**config.mk**
```make
export PLATFORM = sky130hd
export DESIGN_NAME = cmp_change_irq
export DESIGN_NICKNAME = d
export VERILOG_FILES = /design/src/rtl/cmpirq_pkg.sv /design/src/rtl/cmpirq_sync.sv /design/src/rtl/cmpirq_regs.sv /design/src/rtl/cmpirq_flag.sv /design/src/rtl/cmp_change_irq.sv
export SDC_FILE = /design/constraint.sdc
export NUM_CORES = 1
export LEC_CHECK = 0
export BUFFER_PORTS_ARGS = -buffer_cell sky130_fd_sc_hd__buf_4
export CAP_MARGIN = 30
export CORE_MARGIN = 5
export CORE_UTILIZATION = 48
export DETAILED_ROUTE_END_ITERATION = 8
export PLACE_DENSITY = 0.88
export SYNTH_ARGS = -nofsm -noshare
export SYNTH_HDL_FRONTEND = slang
export SYNTH_SLANG_ARGS = --single-unit
```
**constraint.sdc**
```tcl
create_clock -name clk -period 1.9 [get_ports clk]
set_input_delay 0.095 -clock clk [delete_from_list [all_inputs] [get_ports clk]]
set_output_delay 0.095 -clock clk [all_outputs]
set_load 0.02 [all_outputs]
```
**src/rtl/cmpirq_pkg.sv**
```systemverilog
package cmpirq_pkg;

    typedef enum logic [1:0] {
        FL_IDLE   = 2'd0,
        FL_RAISED = 2'd1,
        FL_ARMED  = 2'd2
    } flag_state_e;

    localparam int REG_CTRL  = 0;
    localparam int REG_FLAG  = 1;
    localparam int REG_IEN   = 2;
    localparam int FLAG_BIT  = 0;
    localparam int IEN_BIT   = 0;

endpackage

```
**src/rtl/cmpirq_sync.sv**
```systemverilog
module cmpirq_sync #(
    parameter int WIDTH  = 2,
    parameter int STAGES = 2
) (
    input  logic             clk,
    input  logic             rst_n,
    input  logic [WIDTH-1:0] d_async,
    output logic [WIDTH-1:0] q_sync
);

    localparam int LAST = STAGES - 1;

    for (genvar b = 0; b < WIDTH; b++) begin : g_bit
        logic [STAGES-1:0] chain_q;

        always_ff @(posedge clk or negedge rst_n) begin
            if (!rst_n) begin
                chain_q <= '0;
            end else begin
                chain_q[0] <= d_async[b];
                for (int s = 1; s < STAGES; s++) begin
                    chain_q[s] <= chain_q[s-1];
                end
            end
        end

        assign q_sync[b] = chain_q[LAST];
    end

endmodule

```
**src/rtl/cmpirq_regs.sv**
```systemverilog
module cmpirq_regs
    import cmpirq_pkg::*;
#(
    parameter int NUM_CMP = 2,
    parameter int MODE_W  = 3,
    parameter int DATA_W  = 8,
    parameter int ADDR_W  = 2,
    parameter logic [MODE_W-1:0] OFF_MODE = '1
) (
    input  logic               clk,
    input  logic               rst_n,
    input  logic [NUM_CMP-1:0] cmp_sync,
    input  logic               bus_rd,
    input  logic               bus_wr,
    input  logic [ADDR_W-1:0]  bus_addr,
    input  logic [DATA_W-1:0]  bus_wdata,
    input  logic               flag,
    output logic [DATA_W-1:0]  bus_rdata,
    output logic [NUM_CMP-1:0] cmp_live,
    output logic [NUM_CMP-1:0] cmp_ref,
    output logic [MODE_W-1:0]  mode,
    output logic               in_sel,
    output logic               reconfig,
    output logic               clr_req,
    output logic               irq_en
);

    localparam int ISEL_BIT = MODE_W;
    localparam int OUT_LSB  = MODE_W + 1;
    localparam logic [ADDR_W-1:0] A_CTRL = ADDR_W'(REG_CTRL);
    localparam logic [ADDR_W-1:0] A_FLAG = ADDR_W'(REG_FLAG);
    localparam logic [ADDR_W-1:0] A_IEN  = ADDR_W'(REG_IEN);

    logic [MODE_W-1:0]  mode_q;
    logic               isel_q;
    logic               ien_q;
    logic [NUM_CMP-1:0] ref_q;
    logic               wr_ctrl;
    logic               rd_ctrl;
    logic [MODE_W-1:0]  new_mode;
    logic               new_isel;

    assign wr_ctrl  = bus_wr && (bus_addr == A_CTRL);
    assign rd_ctrl  = bus_rd && (bus_addr == A_CTRL);
    assign new_mode = bus_wdata[MODE_W-1:0];
    assign new_isel = bus_wdata[ISEL_BIT];

    // comparators disabled: outputs forced low before snapshot and compare
    assign cmp_live = (mode_q == OFF_MODE) ? '0 : cmp_sync;

    always_comb begin
        reconfig = wr_ctrl && ((new_mode != mode_q) || (new_isel != isel_q));
        clr_req  = bus_wr && (bus_addr == A_FLAG) && bus_wdata[FLAG_BIT];
    end

    always_ff @(posedge clk or negedge rst_n) begin
        if (!rst_n) begin
            mode_q <= OFF_MODE;
            isel_q <= 1'b0;
            ien_q  <= 1'b0;
        end else if (bus_wr) begin
            if (bus_addr == A_CTRL) begin
                mode_q <= new_mode;
                isel_q <= new_isel;
            end
            if (bus_addr == A_IEN) begin
                ien_q <= bus_wdata[IEN_BIT];
            end
        end
    end

    always_ff @(posedge clk or negedge rst_n) begin
        if (!rst_n) begin
            ref_q <= '0;
        end else if (rd_ctrl) begin
            ref_q <= cmp_live;
        end
    end

    always_comb begin
        bus_rdata = '0;
        if (bus_rd) begin
            unique case (bus_addr)
                A_CTRL: begin
                    bus_rdata[MODE_W-1:0]          = mode_q;
                    bus_rdata[ISEL_BIT]            = isel_q;
                    bus_rdata[OUT_LSB +: NUM_CMP]  = cmp_live;
                end
                A_FLAG:  bus_rdata[FLAG_BIT] = flag;
                A_IEN:   bus_rdata[IEN_BIT]  = ien_q;
                default: bus_rdata = '0;
            endcase
        end
    end

    assign cmp_ref = ref_q;
    assign mode    = mode_q;
    assign in_sel  = isel_q;
    assign irq_en  = ien_q;


    ref_capture_chk: assert property (@(posedge clk) disable iff (!rst_n)
        rd_ctrl |=> (cmp_ref == $past(cmp_live)));


    ref_hold_chk: assert property (@(posedge clk) disable iff (!rst_n)
        !rd_ctrl |=> $stable(cmp_ref));

endmodule

```
**src/rtl/cmpirq_flag.sv**
```systemverilog
module cmpirq_flag
    import cmpirq_pkg::*;
#(
    parameter int NUM_CMP = 2
) (
    input  logic               clk,
    input  logic               rst_n,
    input  logic [NUM_CMP-1:0] cmp_live,
    input  logic [NUM_CMP-1:0] cmp_ref,
    input  logic               reconfig,
    input  logic               clr_req,
    output logic               flag,
    output logic               mismatch
);

    flag_state_e state_q;
    flag_state_e state_d;
    logic        set_req;

    assign mismatch = |(cmp_live ^ cmp_ref);
    assign set_req  = mismatch || reconfig;

    always_ff @(posedge clk or negedge rst_n) begin
        if (!rst_n) begin
            state_q <= FL_IDLE;
        end else begin
            state_q <= state_d;
        end
    end

    always_comb begin
        state_d = state_q;
        unique case (state_q)
            FL_IDLE: begin
                if (mismatch)      state_d = FL_RAISED;
                else if (reconfig) state_d = FL_ARMED;
            end
            FL_RAISED, FL_ARMED: begin
                if (set_req)       state_d = mismatch ? FL_RAISED : FL_ARMED;
                else if (clr_req)  state_d = FL_IDLE;
                else               state_d = FL_ARMED;
            end
            default:               state_d = FL_IDLE;
        endcase
    end

    always_comb begin
        unique case (state_q)
            FL_RAISED, FL_ARMED: flag = 1'b1;
            default:             flag = 1'b0;
        endcase
    end


    mismatch_set_chk: assert property (@(posedge clk) disable iff (!rst_n)
        mismatch |=> flag);


    reconfig_set_chk: assert property (@(posedge clk) disable iff (!rst_n)
        reconfig |=> flag);


    clr_blocked_chk: assert property (@(posedge clk) disable iff (!rst_n)
        (clr_req && mismatch) |=> flag);


    flag_fall_chk: assert property (@(posedge clk) disable iff (!rst_n)
        $fell(flag) |-> $past(clr_req));

endmodule

```
**src/rtl/cmp_change_irq.sv**
```systemverilog
module cmp_change_irq
    import cmpirq_pkg::*;
#(
    parameter int NUM_CMP     = 2,
    parameter int MODE_W      = 3,
    parameter int DATA_W      = 8,
    parameter int ADDR_W      = 2,
    parameter int SYNC_STAGES = 2
) (
    input  logic               clk,
    input  logic               rst_n,
    input  logic [NUM_CMP-1:0] cmp_raw,
    input  logic               bus_rd,
    input  logic               bus_wr,
    input  logic [ADDR_W-1:0]  bus_addr,
    input  logic [DATA_W-1:0]  bus_wdata,
    output logic [DATA_W-1:0]  bus_rdata,
    output logic               irq
);

    localparam logic [MODE_W-1:0] OFF_MODE = '1;

    logic [NUM_CMP-1:0] cmp_sync;
    logic [NUM_CMP-1:0] cmp_live;
    logic [NUM_CMP-1:0] cmp_ref;
    logic [MODE_W-1:0]  mode;
    logic               in_sel;
    logic               reconfig;
    logic               clr_req;
    logic               irq_en;
    logic               flag;
    logic               mismatch;

    cmpirq_sync #(
        .WIDTH  (NUM_CMP),
        .STAGES (SYNC_STAGES)
    ) u_sync (
        .clk     (clk),
        .rst_n   (rst_n),
        .d_async (cmp_raw),
        .q_sync  (cmp_sync)
    );

    cmpirq_regs #(
        .NUM_CMP  (NUM_CMP),
        .MODE_W   (MODE_W),
        .DATA_W   (DATA_W),
        .ADDR_W   (ADDR_W),
        .OFF_MODE (OFF_MODE)
    ) u_regs (
        .clk       (clk),
        .rst_n     (rst_n),
        .cmp_sync  (cmp_sync),
        .bus_rd    (bus_rd),
        .bus_wr    (bus_wr),
        .bus_addr  (bus_addr),
        .bus_wdata (bus_wdata),
        .flag      (flag),
        .bus_rdata (bus_rdata),
        .cmp_live  (cmp_live),
        .cmp_ref   (cmp_ref),
        .mode      (mode),
        .in_sel    (in_sel),
        .reconfig  (reconfig),
        .clr_req   (clr_req),
        .irq_en    (irq_en)
    );

    cmpirq_flag #(
        .NUM_CMP (NUM_CMP)
    ) u_flag (
        .clk      (clk),
        .rst_n    (rst_n),
        .cmp_live (cmp_live),
        .cmp_ref  (cmp_ref),
        .reconfig (reconfig),
        .clr_req  (clr_req),
        .flag     (flag),
        .mismatch (mismatch)
    );

    assign irq = flag & irq_en;


    off_quiet_chk: assert property (@(posedge clk) disable iff (!rst_n)
        ((mode == OFF_MODE) && $stable(mode) && $stable(in_sel) && !flag && !bus_wr) |=> !flag);

endmodule

```
==> impl_metrics.ini <==
[synthesis]
synth.distinct_cells = 29
syn_area_per_cell_um2 = 11.4
netlist_instances = 65
yosys_warnings = 0
yosysSeqAreaShare = 0.446
ys_ff_latch = 13
synth_area_um2 = 738

[detailed_routing]
top_layer = met3
wire_per_inst_um = 13.9
via_per_inst = 5.28
met3_length_um = 39
drt_iter0_drc = 5
num_vias = 554
drt-pass1-iter-count = 4
met2_length_um = 803
wl_met1_um = 614
drc = 0
antenna_left = 0
routed_wl_um = 1460

[cts]
clk_latency_ns = 0.27
cts_buffers = 3
clock_sinks = 13
root_buffer = clkbuf_4
cts_tree = built
cts_resized = 0
clk_path_buf_depth = 2
clk_pin_slew_ns = 0.08
cts_max_level = 1

[pwr]
power_mw = 0.890
ir_drop_mv = 0.546
p_clk_frac = 0.186
p_sw_mw = 0.299
p_sw_frac = 0.336
power_density_nw_per_um2 = 949
power.leakage_nw = 0.454
pwr-share-seq = 0.433
intPower_mw = 0.592
p_comb_frac = 0.381

[final_layout]
fill_cells = 116
final_nets = 108
utilization = 0.630
areaGrowthSynthToFinish_pct = 27.1
final_common_cell = buf_4
final_cell_mix = buf_4, dfrtp_1, and3_1
multi_input_area_um2 = 390
n_antenna_cell = 0
fin_cells = 105
drive_gt1_frac = 0.371
final_area_um2 = 938
regArea_um2 = 329

[worst_setup_path]
max_stage_delay_ns = 0.58
cp_max_fo = 5
cpMaxStageDelayCell = dfstp_2
crit_buf_inv = 0
required_ns = 2.09
crit_start = u_regs.mode[0]
start_kind = flip-flop
path_class = flip-flop to flip-flop
crit_chain = xor2_1 > o41ai_2 > mux2_4 > a211oi_2
worstSetupEndpointType = flip-flop
cp_data_arrival_time_ns = 1.92
r2r-start = u_regs.mode[0]
crit_cells = 4
cp_top_family = compound AO/OA/AOI/OAI gates
rr_worst_depth = 4

[outcome]
run_status = complete, no violations

[timing]
finalSetupViolCount = 0
fin_tns_setup_ns = 0
setup_slack_ns = 0.174
period_minus_slack_ns = 1.73
whs_ns = 0.0812
grt_setup_unrepaired = no
post-route-period-util = 0.908
fmax_ghz = 0.579
clock_skew_ns = 0.00587
hold_viol = 0
drv_slew = 0

[die]
fp.dieH_um = 49.2
io_pins = 25
die-area_um2 = 2420
die_w_um = 49.2
start_util = 0.496
num_rows = 14
core_region_area_um2 = 1490

[hold_path]
hold_path_depth = 2
hp-class = input port to flip-flop
min_from = bus_wdata[2]

[placed_design]
pre_cts_slack_ns = 0.226
place.gp.congestion = 0.735
port_buffers = 18
place_inst = 98
placed_area_um2 = 882
dp_hpwl_um = 1150

[global_route]
grt_usage = 0.134
grt_pass1_wl_um = 2590
antenna_found_initial = 0
grt_max_degree = 14
overflow = 0
grt_pass1_vias = 606

[job]
drv_cap = 0
==> kinds of logic after synthesis <==
group                      Yosys count  share of synthesized area
and+or+nand+nor                     22                      0.198
DFF                                 13                      0.446
AOI/OAI and AO/OA                   11                      0.117
muxes                                7                      0.110
xor gates and xnor gates             5                     0.0593
buffers and inverters                4                     0.0305
adders and majority gates            2                     0.0339
other                                1                    0.00508
==> path summary, 6_finish.rpt <==
path                                              end  slack [ns]
max in group asynchronous              u_regs.mode[1]        1.47
setup / recovery                    u_flag.state_q[1]        0.17
setup reg to reg                    u_flag.state_q[1]        0.17
hold / removal                         u_regs.mode[2]        0.08
hold reg to reg            u_sync.g_bit[1].chain_q[1]        0.36
min in group asynchronous           u_flag.state_q[1]        0.20
==> power groups by stage <==
stage | Sequential [mW] | Clock, mW | Combinational [mW]
finish | 0.386 | 0.166 | 0.339
detailed placement | 0.391 | 0 | 0.335
global route | 0.394 | 0.190 | 0.381
CTS | 0.385 | 0.173 | 0.342
global placement | 0.386 | 0 | 0.323
floorplan | 0.376 | 0 | 0.247
==> layout make-up <==
cell class              instances  share of cell area
repair buffers                 21               0.176
multi-input cells              49               0.416
well taps                      16              0.0213
inverters                       2             0.00800
flip-flops and latches         13               0.351
clock buffers                   4              0.0280
==> cell usage after synthesis <==
| library cell | n | share of area |
|---|---|---|
| a31oi_1 | 1 | 0.0085 |
| o221ai_1 | 1 | 0.012 |
| and3_1 | 6 | 0.051 |
| o21a_1 | 1 | 0.010 |
| inv_1 | 2 | 0.010 |
| nor2_1 | 3 | 0.015 |
| a21o_1 | 2 | 0.020 |
| nor3b_4 | 1 | 0.025 |
| conb_1 | 1 | 0.0051 |
| nand2_1 | 1 | 0.0051 |
| nand4b_1 | 1 | 0.012 |
| nor4bb_1 | 1 | 0.014 |
| o21ai_0 | 3 | 0.020 |
| mux2_2 | 5 | 0.076 |
| mux2i_1 | 1 | 0.014 |
| and2_1 | 3 | 0.025 |
| nand3_1 | 2 | 0.014 |
| a21oi_1 | 1 | 0.0068 |
| buf_4 | 2 | 0.020 |
| ha_1 | 2 | 0.034 |
| dfrtp_1 | 10 | 0.34 |
| xor2_1 | 4 | 0.047 |
| dfstp_2 | 3 | 0.11 |
| a211oi_2 | 1 | 0.017 |
| nand3b_1 | 2 | 0.020 |
| xnor2_1 | 1 | 0.012 |
| nor2b_1 | 2 | 0.017 |
| mux2_4 | 1 | 0.020 |
| o41ai_2 | 1 | 0.022 |
==> registers in the layout, indices dropped and copies added, names as in the netlist <==
| signal | flops |
|---|---|
| u_flag.state_q | 2 |
| u_sync.g_bit.chain_q | 4 |
| u_regs.mode | 3 |
| u_regs.irq_en | 1 |
| u_regs.in_sel | 1 |
| u_regs.cmp_ref | 2 |
==> per-layer routing <==
metal  up-vias  track usage
met5         -            0
met3         0       0.0275
met4         0       0.0493
li1        282            -
met2        10        0.227
met1       262        0.164
==> repair_timing <==
item / 4_1_cts / 5_1_grt
hold buffers: 3 / 0
setup endpoints to repair: 0 / 0
endpoints found under the hold margin: 15 / 0
setup buffers: 0 / 0
Note: power is estimated with default switching activity, not from simulation.
